`config.mk`:
```
export PLATFORM = sky130hd
export DESIGN_NAME = sd_tune_seq
export DESIGN_NICKNAME = d
export VERILOG_FILES = /design/src/rtl/sd_tune_pkg.sv /design/src/rtl/sd_tune_gate.sv /design/src/rtl/sd_tune_timer.sv /design/src/rtl/sd_tune_iter.sv /design/src/rtl/sd_tune_seq.sv
export SDC_FILE = /design/constraint.sdc
export NUM_CORES = 1
export LEC_CHECK = 0
export BUFFER_PORTS_ARGS = -buffer_cell sky130_fd_sc_hd__buf_4
export CORE_ASPECT_RATIO = 0.6
export CORE_UTILIZATION = 40
export DETAILED_ROUTE_END_ITERATION = 10
export MAX_ROUTING_LAYER = met4
export PLACE_DENSITY = 0.68
export SETUP_SLACK_MARGIN = 0.05
export SLEW_MARGIN = 20
export SYNTH_ARGS = -nofsm -noshare
export SYNTH_HDL_FRONTEND = slang
export SYNTH_SLANG_ARGS = --single-unit
export TNS_END_PERCENT = 1
```
`constraint.sdc`:
```
create_clock -name clk -period 2.2 [get_ports clk]
set_input_delay 0.33 -clock clk [delete_from_list [all_inputs] [get_ports clk]]
set_output_delay 0.33 -clock clk [all_outputs]
set_load 0.02 [all_outputs]
```
`src/rtl/sd_tune_pkg.sv`:
```
package sd_tune_pkg;
  typedef enum logic [2:0] {
    SPD_SDR12  = 3'd0,
    SPD_SDR25  = 3'd1,
    SPD_SDR50  = 3'd2,
    SPD_SDR104 = 3'd3,
    SPD_DDR50  = 3'd4
  } spd_mode_e;

  typedef enum logic [1:0] {
    ST_IDLE  = 2'd0,
    ST_ISSUE = 2'd1,
    ST_WAIT  = 2'd2
  } tune_state_e;
endpackage

```
`src/rtl/sd_tune_gate.sv`:
```
module sd_tune_gate
  import sd_tune_pkg::*;
(
  input  logic [2:0] speed_mode,
  input  logic       sdr50_tune_req,
  output logic       need_tune
);
  always_comb begin
    unique case (speed_mode)
      SPD_SDR104: need_tune = 1'b1;
      SPD_SDR50:  need_tune = sdr50_tune_req;
      default:    need_tune = 1'b0;
    endcase
  end
endmodule

```
`src/rtl/sd_tune_timer.sv`:
```
module sd_tune_timer #(
  parameter int TMO_W = 16
) (
  input  logic             clk,
  input  logic             rst_n,
  input  logic             load,
  input  logic [TMO_W-1:0] tmo,
  input  logic             run,
  input  logic             tick,
  output logic             expire
);
  logic [TMO_W-1:0] cnt_q;

  assign expire = run && tick && (cnt_q <= TMO_W'(1));

  always_ff @(posedge clk or negedge rst_n) begin
    if (!rst_n) begin
      cnt_q <= '0;
    end else if (load) begin
      cnt_q <= (tmo == '0) ? TMO_W'(1) : tmo;
    end else if (run && tick && cnt_q > TMO_W'(1)) begin
      cnt_q <= cnt_q - TMO_W'(1);
    end
  end
endmodule

```
`src/rtl/sd_tune_iter.sv`:
```
module sd_tune_iter #(
  parameter int MAX_ITER = 40
) (
  input  logic clk,
  input  logic rst_n,
  input  logic clr,
  input  logic bump,
  output logic last
);
  localparam int IW = $clog2(MAX_ITER + 1);
  logic [IW-1:0] cnt_q;

  assign last = (cnt_q == IW'(MAX_ITER - 1));

  always_ff @(posedge clk or negedge rst_n) begin
    if (!rst_n)      cnt_q <= '0;
    else if (clr)    cnt_q <= '0;
    else if (bump)   cnt_q <= cnt_q + IW'(1);
  end
endmodule

```
`src/rtl/sd_tune_seq.sv`:
```
module sd_tune_seq
  import sd_tune_pkg::*;
#(
  parameter int TMO_W         = 16,
  parameter int MAX_ITER      = 40,
  parameter int IRQ_W         = 16,
  parameter int RDY_BIT       = 5,
  parameter int BLK_W         = 12,
  parameter int BLK_BYTES     = 64,
  parameter int CMD_IDX       = 19,
  parameter int DATA_FLAG_BIT = 5
) (
  input  logic             clk,
  input  logic             rst_n,
  input  logic             start,
  input  logic [2:0]       speed_mode,
  input  logic             sdr50_tune_req,
  input  logic             is_sdio,
  input  logic             tick,
  input  logic [TMO_W-1:0] timeout_ticks,
  input  logic [IRQ_W-1:0] irq_mask_in,
  input  logic             host_dma_en,
  input  logic             host_multi_blk,
  output logic             cmd_valid,
  input  logic             cmd_ready,
  output logic [5:0]       cmd_index,
  output logic [7:0]       cmd_flags,
  input  logic             buf_rd_rdy,
  input  logic             blk_pass,
  output logic [BLK_W-1:0] blk_size,
  output logic             dma_en,
  output logic             multi_blk,
  output logic [IRQ_W-1:0] irq_en,
  output logic             exec_tune,
  output logic             smpl_clk_sel,
  output logic             clk_hold,
  output logic             busy,
  output logic             done,
  output logic             tuned_ok,
  output logic             fell_back
);
  localparam logic [IRQ_W-1:0] RDY_MASK = IRQ_W'(1) << RDY_BIT;
  localparam logic [7:0]       FLAGS    = 8'(1) << DATA_FLAG_BIT;

  tune_state_e      state_q;
  logic [IRQ_W-1:0] saved_q;
  logic             need_tune, expire, last_try;
  logic             take_start, handshake, got_blk;

  sd_tune_gate u_gate (
    .speed_mode     (speed_mode),
    .sdr50_tune_req (sdr50_tune_req),
    .need_tune      (need_tune)
  );

  sd_tune_timer #(.TMO_W(TMO_W)) u_timer (
    .clk    (clk),
    .rst_n  (rst_n),
    .load   (handshake),
    .tmo    (timeout_ticks),
    .run    (state_q == ST_WAIT),
    .tick   (tick),
    .expire (expire)
  );

  sd_tune_iter #(.MAX_ITER(MAX_ITER)) u_iter (
    .clk   (clk),
    .rst_n (rst_n),
    .clr   (take_start),
    .bump  (got_blk && !blk_pass),
    .last  (last_try)
  );

  assign take_start = (state_q == ST_IDLE) && start;
  assign handshake  = (state_q == ST_ISSUE) && cmd_ready;
  assign got_blk    = (state_q == ST_WAIT) && buf_rd_rdy;
  assign busy       = (state_q != ST_IDLE);
  assign cmd_valid  = (state_q == ST_ISSUE);
  assign cmd_index  = cmd_valid ? 6'(CMD_IDX) : 6'd0;
  assign cmd_flags  = cmd_valid ? FLAGS : 8'd0;
  assign dma_en     = busy ? 1'b0 : host_dma_en;
  assign multi_blk  = busy ? 1'b0 : host_multi_blk;

  always_ff @(posedge clk or negedge rst_n) begin
    if (!rst_n) begin
      state_q      <= ST_IDLE;
      saved_q      <= '0;
      irq_en       <= '0;
      blk_size     <= '0;
      exec_tune    <= 1'b0;
      smpl_clk_sel <= 1'b0;
      clk_hold     <= 1'b0;
      done         <= 1'b0;
      tuned_ok     <= 1'b0;
      fell_back    <= 1'b0;
    end else begin
      done <= 1'b0;
      unique case (state_q)
        ST_IDLE: begin
          if (start) begin
            tuned_ok  <= 1'b0;
            fell_back <= 1'b0;
            if (need_tune) begin
              state_q      <= ST_ISSUE;
              saved_q      <= irq_mask_in;
              irq_en       <= RDY_MASK;
              blk_size     <= BLK_W'(BLK_BYTES);
              exec_tune    <= 1'b1;
              smpl_clk_sel <= 1'b0;
              clk_hold     <= is_sdio;
            end else begin
              done <= 1'b1;
            end
          end
        end
        ST_ISSUE: begin
          if (cmd_ready) state_q <= ST_WAIT;
        end
        ST_WAIT: begin
          if (buf_rd_rdy && !blk_pass && !last_try) begin
            state_q <= ST_ISSUE;
          end else if (buf_rd_rdy || expire) begin
            state_q      <= ST_IDLE;
            done         <= 1'b1;
            irq_en       <= saved_q;
            clk_hold     <= 1'b0;
            exec_tune    <= 1'b0;
            smpl_clk_sel <= buf_rd_rdy && blk_pass;
            tuned_ok     <= buf_rd_rdy && blk_pass;
            fell_back    <= !(buf_rd_rdy && blk_pass);
          end
        end
        default: state_q <= ST_IDLE;
      endcase
    end
  end
endmodule

```
==> results.toml <==
[flow_run]
maxCapViolations = 0

[floorplanning]
core_um2 = 7880
start_util_pct = 41.4
dieArea_um2 = 8540
die_h_um = 72.0
floorplan.rows = 25
io-pin-count = 98
die_w_um = 119

[cells_and_area]
layout_common_cells = "101 x nand2_1, 94 x buf_4, 62 x dfrtp_1, 21 x nor2_1, 21 x conb_1"
num_antenna_cells = 0
final_common_cell = "nand2_1"
nets = 495
n_fill_cell = 730
stdcell_count = 559
syn_to_final_growth_pct = 30.2
fin_area_um2 = 4250
layout-drive-gt1-share_pct = 27.9

[setup_path]
r2r_setup_slack_ns = 0.10
crit_required_ns = 2.40
r2r_end = "u_timer.cnt_q[13]"
slowest_stage = "or4_4"
crit_path_start_kind = "flip-flop"
rr_startpoint = "u_timer.cnt_q[4]"
critPathMaxFanout = 4
cp.arrival_ns = 2.30
cp-end-kind = "flip-flop"
worst-r2r-cell-count = 5
crit_chain = "or4_4 -> or4_4 -> or3_4 -> a31oi_1 -> nand2_1"
endpoint = "u_timer.cnt_q[13]"
crit_type = "reg2reg"
crit_start = "u_timer.cnt_q[4]"
crit_top_cell = "or4_4"
max_stage_delay_ns = 0.57

[cts]
htreeDepth = 3
cts_root_buf = "clkbuf_16"
numClockSinks = 63
cts_hold_buf = 0
clk_path_buf_depth = 2
clkTransAtPathRegs_ns = 0.05
clk_latency_ns = 0.32
cts_buffers = 9
cts_tree = "built"

[grt]
met2_usage_pct = 29.4
antenna_found_initial = 0
grt_pass1_wl_mm = 13.5
grt-busiest-layer = "met2"
grt.overflow.total = 0
use_met1_pct = 29.1
grt_max_degree = 64
grt_pass1_vias = 2728
grtUsageTotal_pct = 20.7
met3_usage_pct = 5.42

[worst_hold_path]
hp-class = "in2async"

[sta]
slew_viol_final = 0
fin_crit_ns = 2.10
rsz0062_at_grt = "true"
max_freq_ghz = 0.476
holdWs_ns = 0.0990
clock_skew_ns = 0.00616
setup_viol = 0
slew_headroom_pct = 46.1
hold_violations = 0
finalCritPeriodShare_pct = 95.4
max_slew.worst_pin.slew_ns = 0.808
setup_tns_ns = 0

[drt]
viasPerCell = 5.08
firstDrtPassIters = 4
drtAntennaViolNets = 0
drc_errors = 0
wire_per_inst_um = 14.5
dr_total_vias = 2837
wirelength_mm = 8.11
drt_iter0_drc = 203

[synthesis]
yosysUniqueCellTypes = 55
seq_area_frac_synth_pct = 48.3
syn-cell-area_um2 = 3260
syn_inst = 362
synth_area_per_cell_um2 = 9.02
async_reset_ff_share_pct = 100
synth_flop_cell = "dfrtp_1"
ys_ff_latch = 63
ys_warn_count = 0
synth_edf_count = 0

[placed_design]
place.gp.congestion = 0.908
dp_cells = 539
dp_hpwl_mm = 5.66
dpl_cell_area_um2 = 3910
port_buffers = 76

[power]
vdd_drop_max_v = 0.000419
p_leak_nw = 2.03
finalPower_mw = 5.34
p_per_area_nw_per_um2 = 1260

[status]
status = "complete, no violations"
## Yosys cell counts (5+ instances only)
cell type | count | area [um2]
clkbuf_1 | 14 | 52.6
o21ai_0 | 7 | 35.0
nor4_1 | 7 | 43.8
dfrtp_1 | 63 | 1580
buf_4 | 27 | 203
a21oi_1 | 8 | 40.0
nand2_1 | 101 | 379
nor2_1 | 22 | 82.6
inv_1 | 5 | 18.8
nor3_1 | 10 | 50.1
o22ai_1 | 16 | 100
and2_1 | 5 | 31.3
## worst min-delay path by stage
stage,startpoint,end,slack (ns),cells after the start
global placement,saved_q[7],saved_q[7],0.46,2
floorplan,rst_n,blk_size[6],0.03,0
finish,rst_n,u_timer.cnt_q[15],0.1,1
detailed placement,saved_q[2],saved_q[2],0.46,2
CTS,rst_n,irq_en[5],0.14,1
global route,rst_n,u_timer.cnt_q[10],0.18,1
## state kept, by name, summed over array words and instances, names as in the netlist, 2 cells and up
signal         count
irq_en            16
saved_q           16
u_timer.cnt_q     16
u_iter.cnt_q       6
state_q            2
## kinds of logic after synthesis
logic type,synth area share [%]
AND/OR/NAND/NOR,26.9
flip-flops,48.3
AO/OA/AOI/OAI,11.9
buffers and inverters,8.55
XOR/XNOR,1.88
multiplexers,1.26
adder cells (fa/ha/maj),1.15
other,0.115
## stage by stage
step	setup WS [ns]	util [%]
2_1_floorplan	0.114	-
3_3_place_gp	0.0368	49.6
3_5_place_dp	-0.000495	49.6
4_1_cts	0.0220	53.4
5_1_grt	0.0377	53.9
6_report	0.101	53.9
## where the power goes
group	total [mW]	switching, mW	leakage [nW]	internal (mW)
Sequential	1.93	0.337	0.802	1.60
Combinational	2.04	1.16	1.09	0.882
Clock	1.37	0.496	0.142	0.872
Total	5.34	1.99	2.03	3.35
## worst max-delay path: cells and delay by family (launching register included)
family	cells	cell delay (ns)
and+or+nand+nor	4	1.44
DFF	1	0.37
AOI/OAI and AO/OA	1	0.17
## final cells by class
| cell class | instances | area [um2] | area share, % |
|---|---|---|---|
| Clock inverter | 6 | 61.3 | 1.44 |
| Tap cell | 108 | 135 | 3.18 |
| Timing Repair Buffer | 95 | 726 | 17.1 |
| Multi-Input combinational cell | 272 | 1500 | 35.4 |
| Sequential cell | 63 | 1580 | 37.1 |
| Inverter | 5 | 18.8 | 0.442 |
| Clock buffer | 10 | 229 | 5.39 |
## layer usage
metal / share of wire [%] / up-vias / routed length [um]
met1: 49 / 1362 / 4010
met4: 0.70 / 0 / 57
met2: 45 / 97 / 3610
li1: - / 1372 / -
met5: 0 / - / 0
met3: 5.3 / 6 / 433
## timing repair
action                     CTS  global route
gates resized for setup      0             6
buffers inserted             1             3
pin swaps                    1             2
setup endpoints to repair    8            11
cloned                       0             0
No activity file was read; power rests on OpenSTA's default activity.
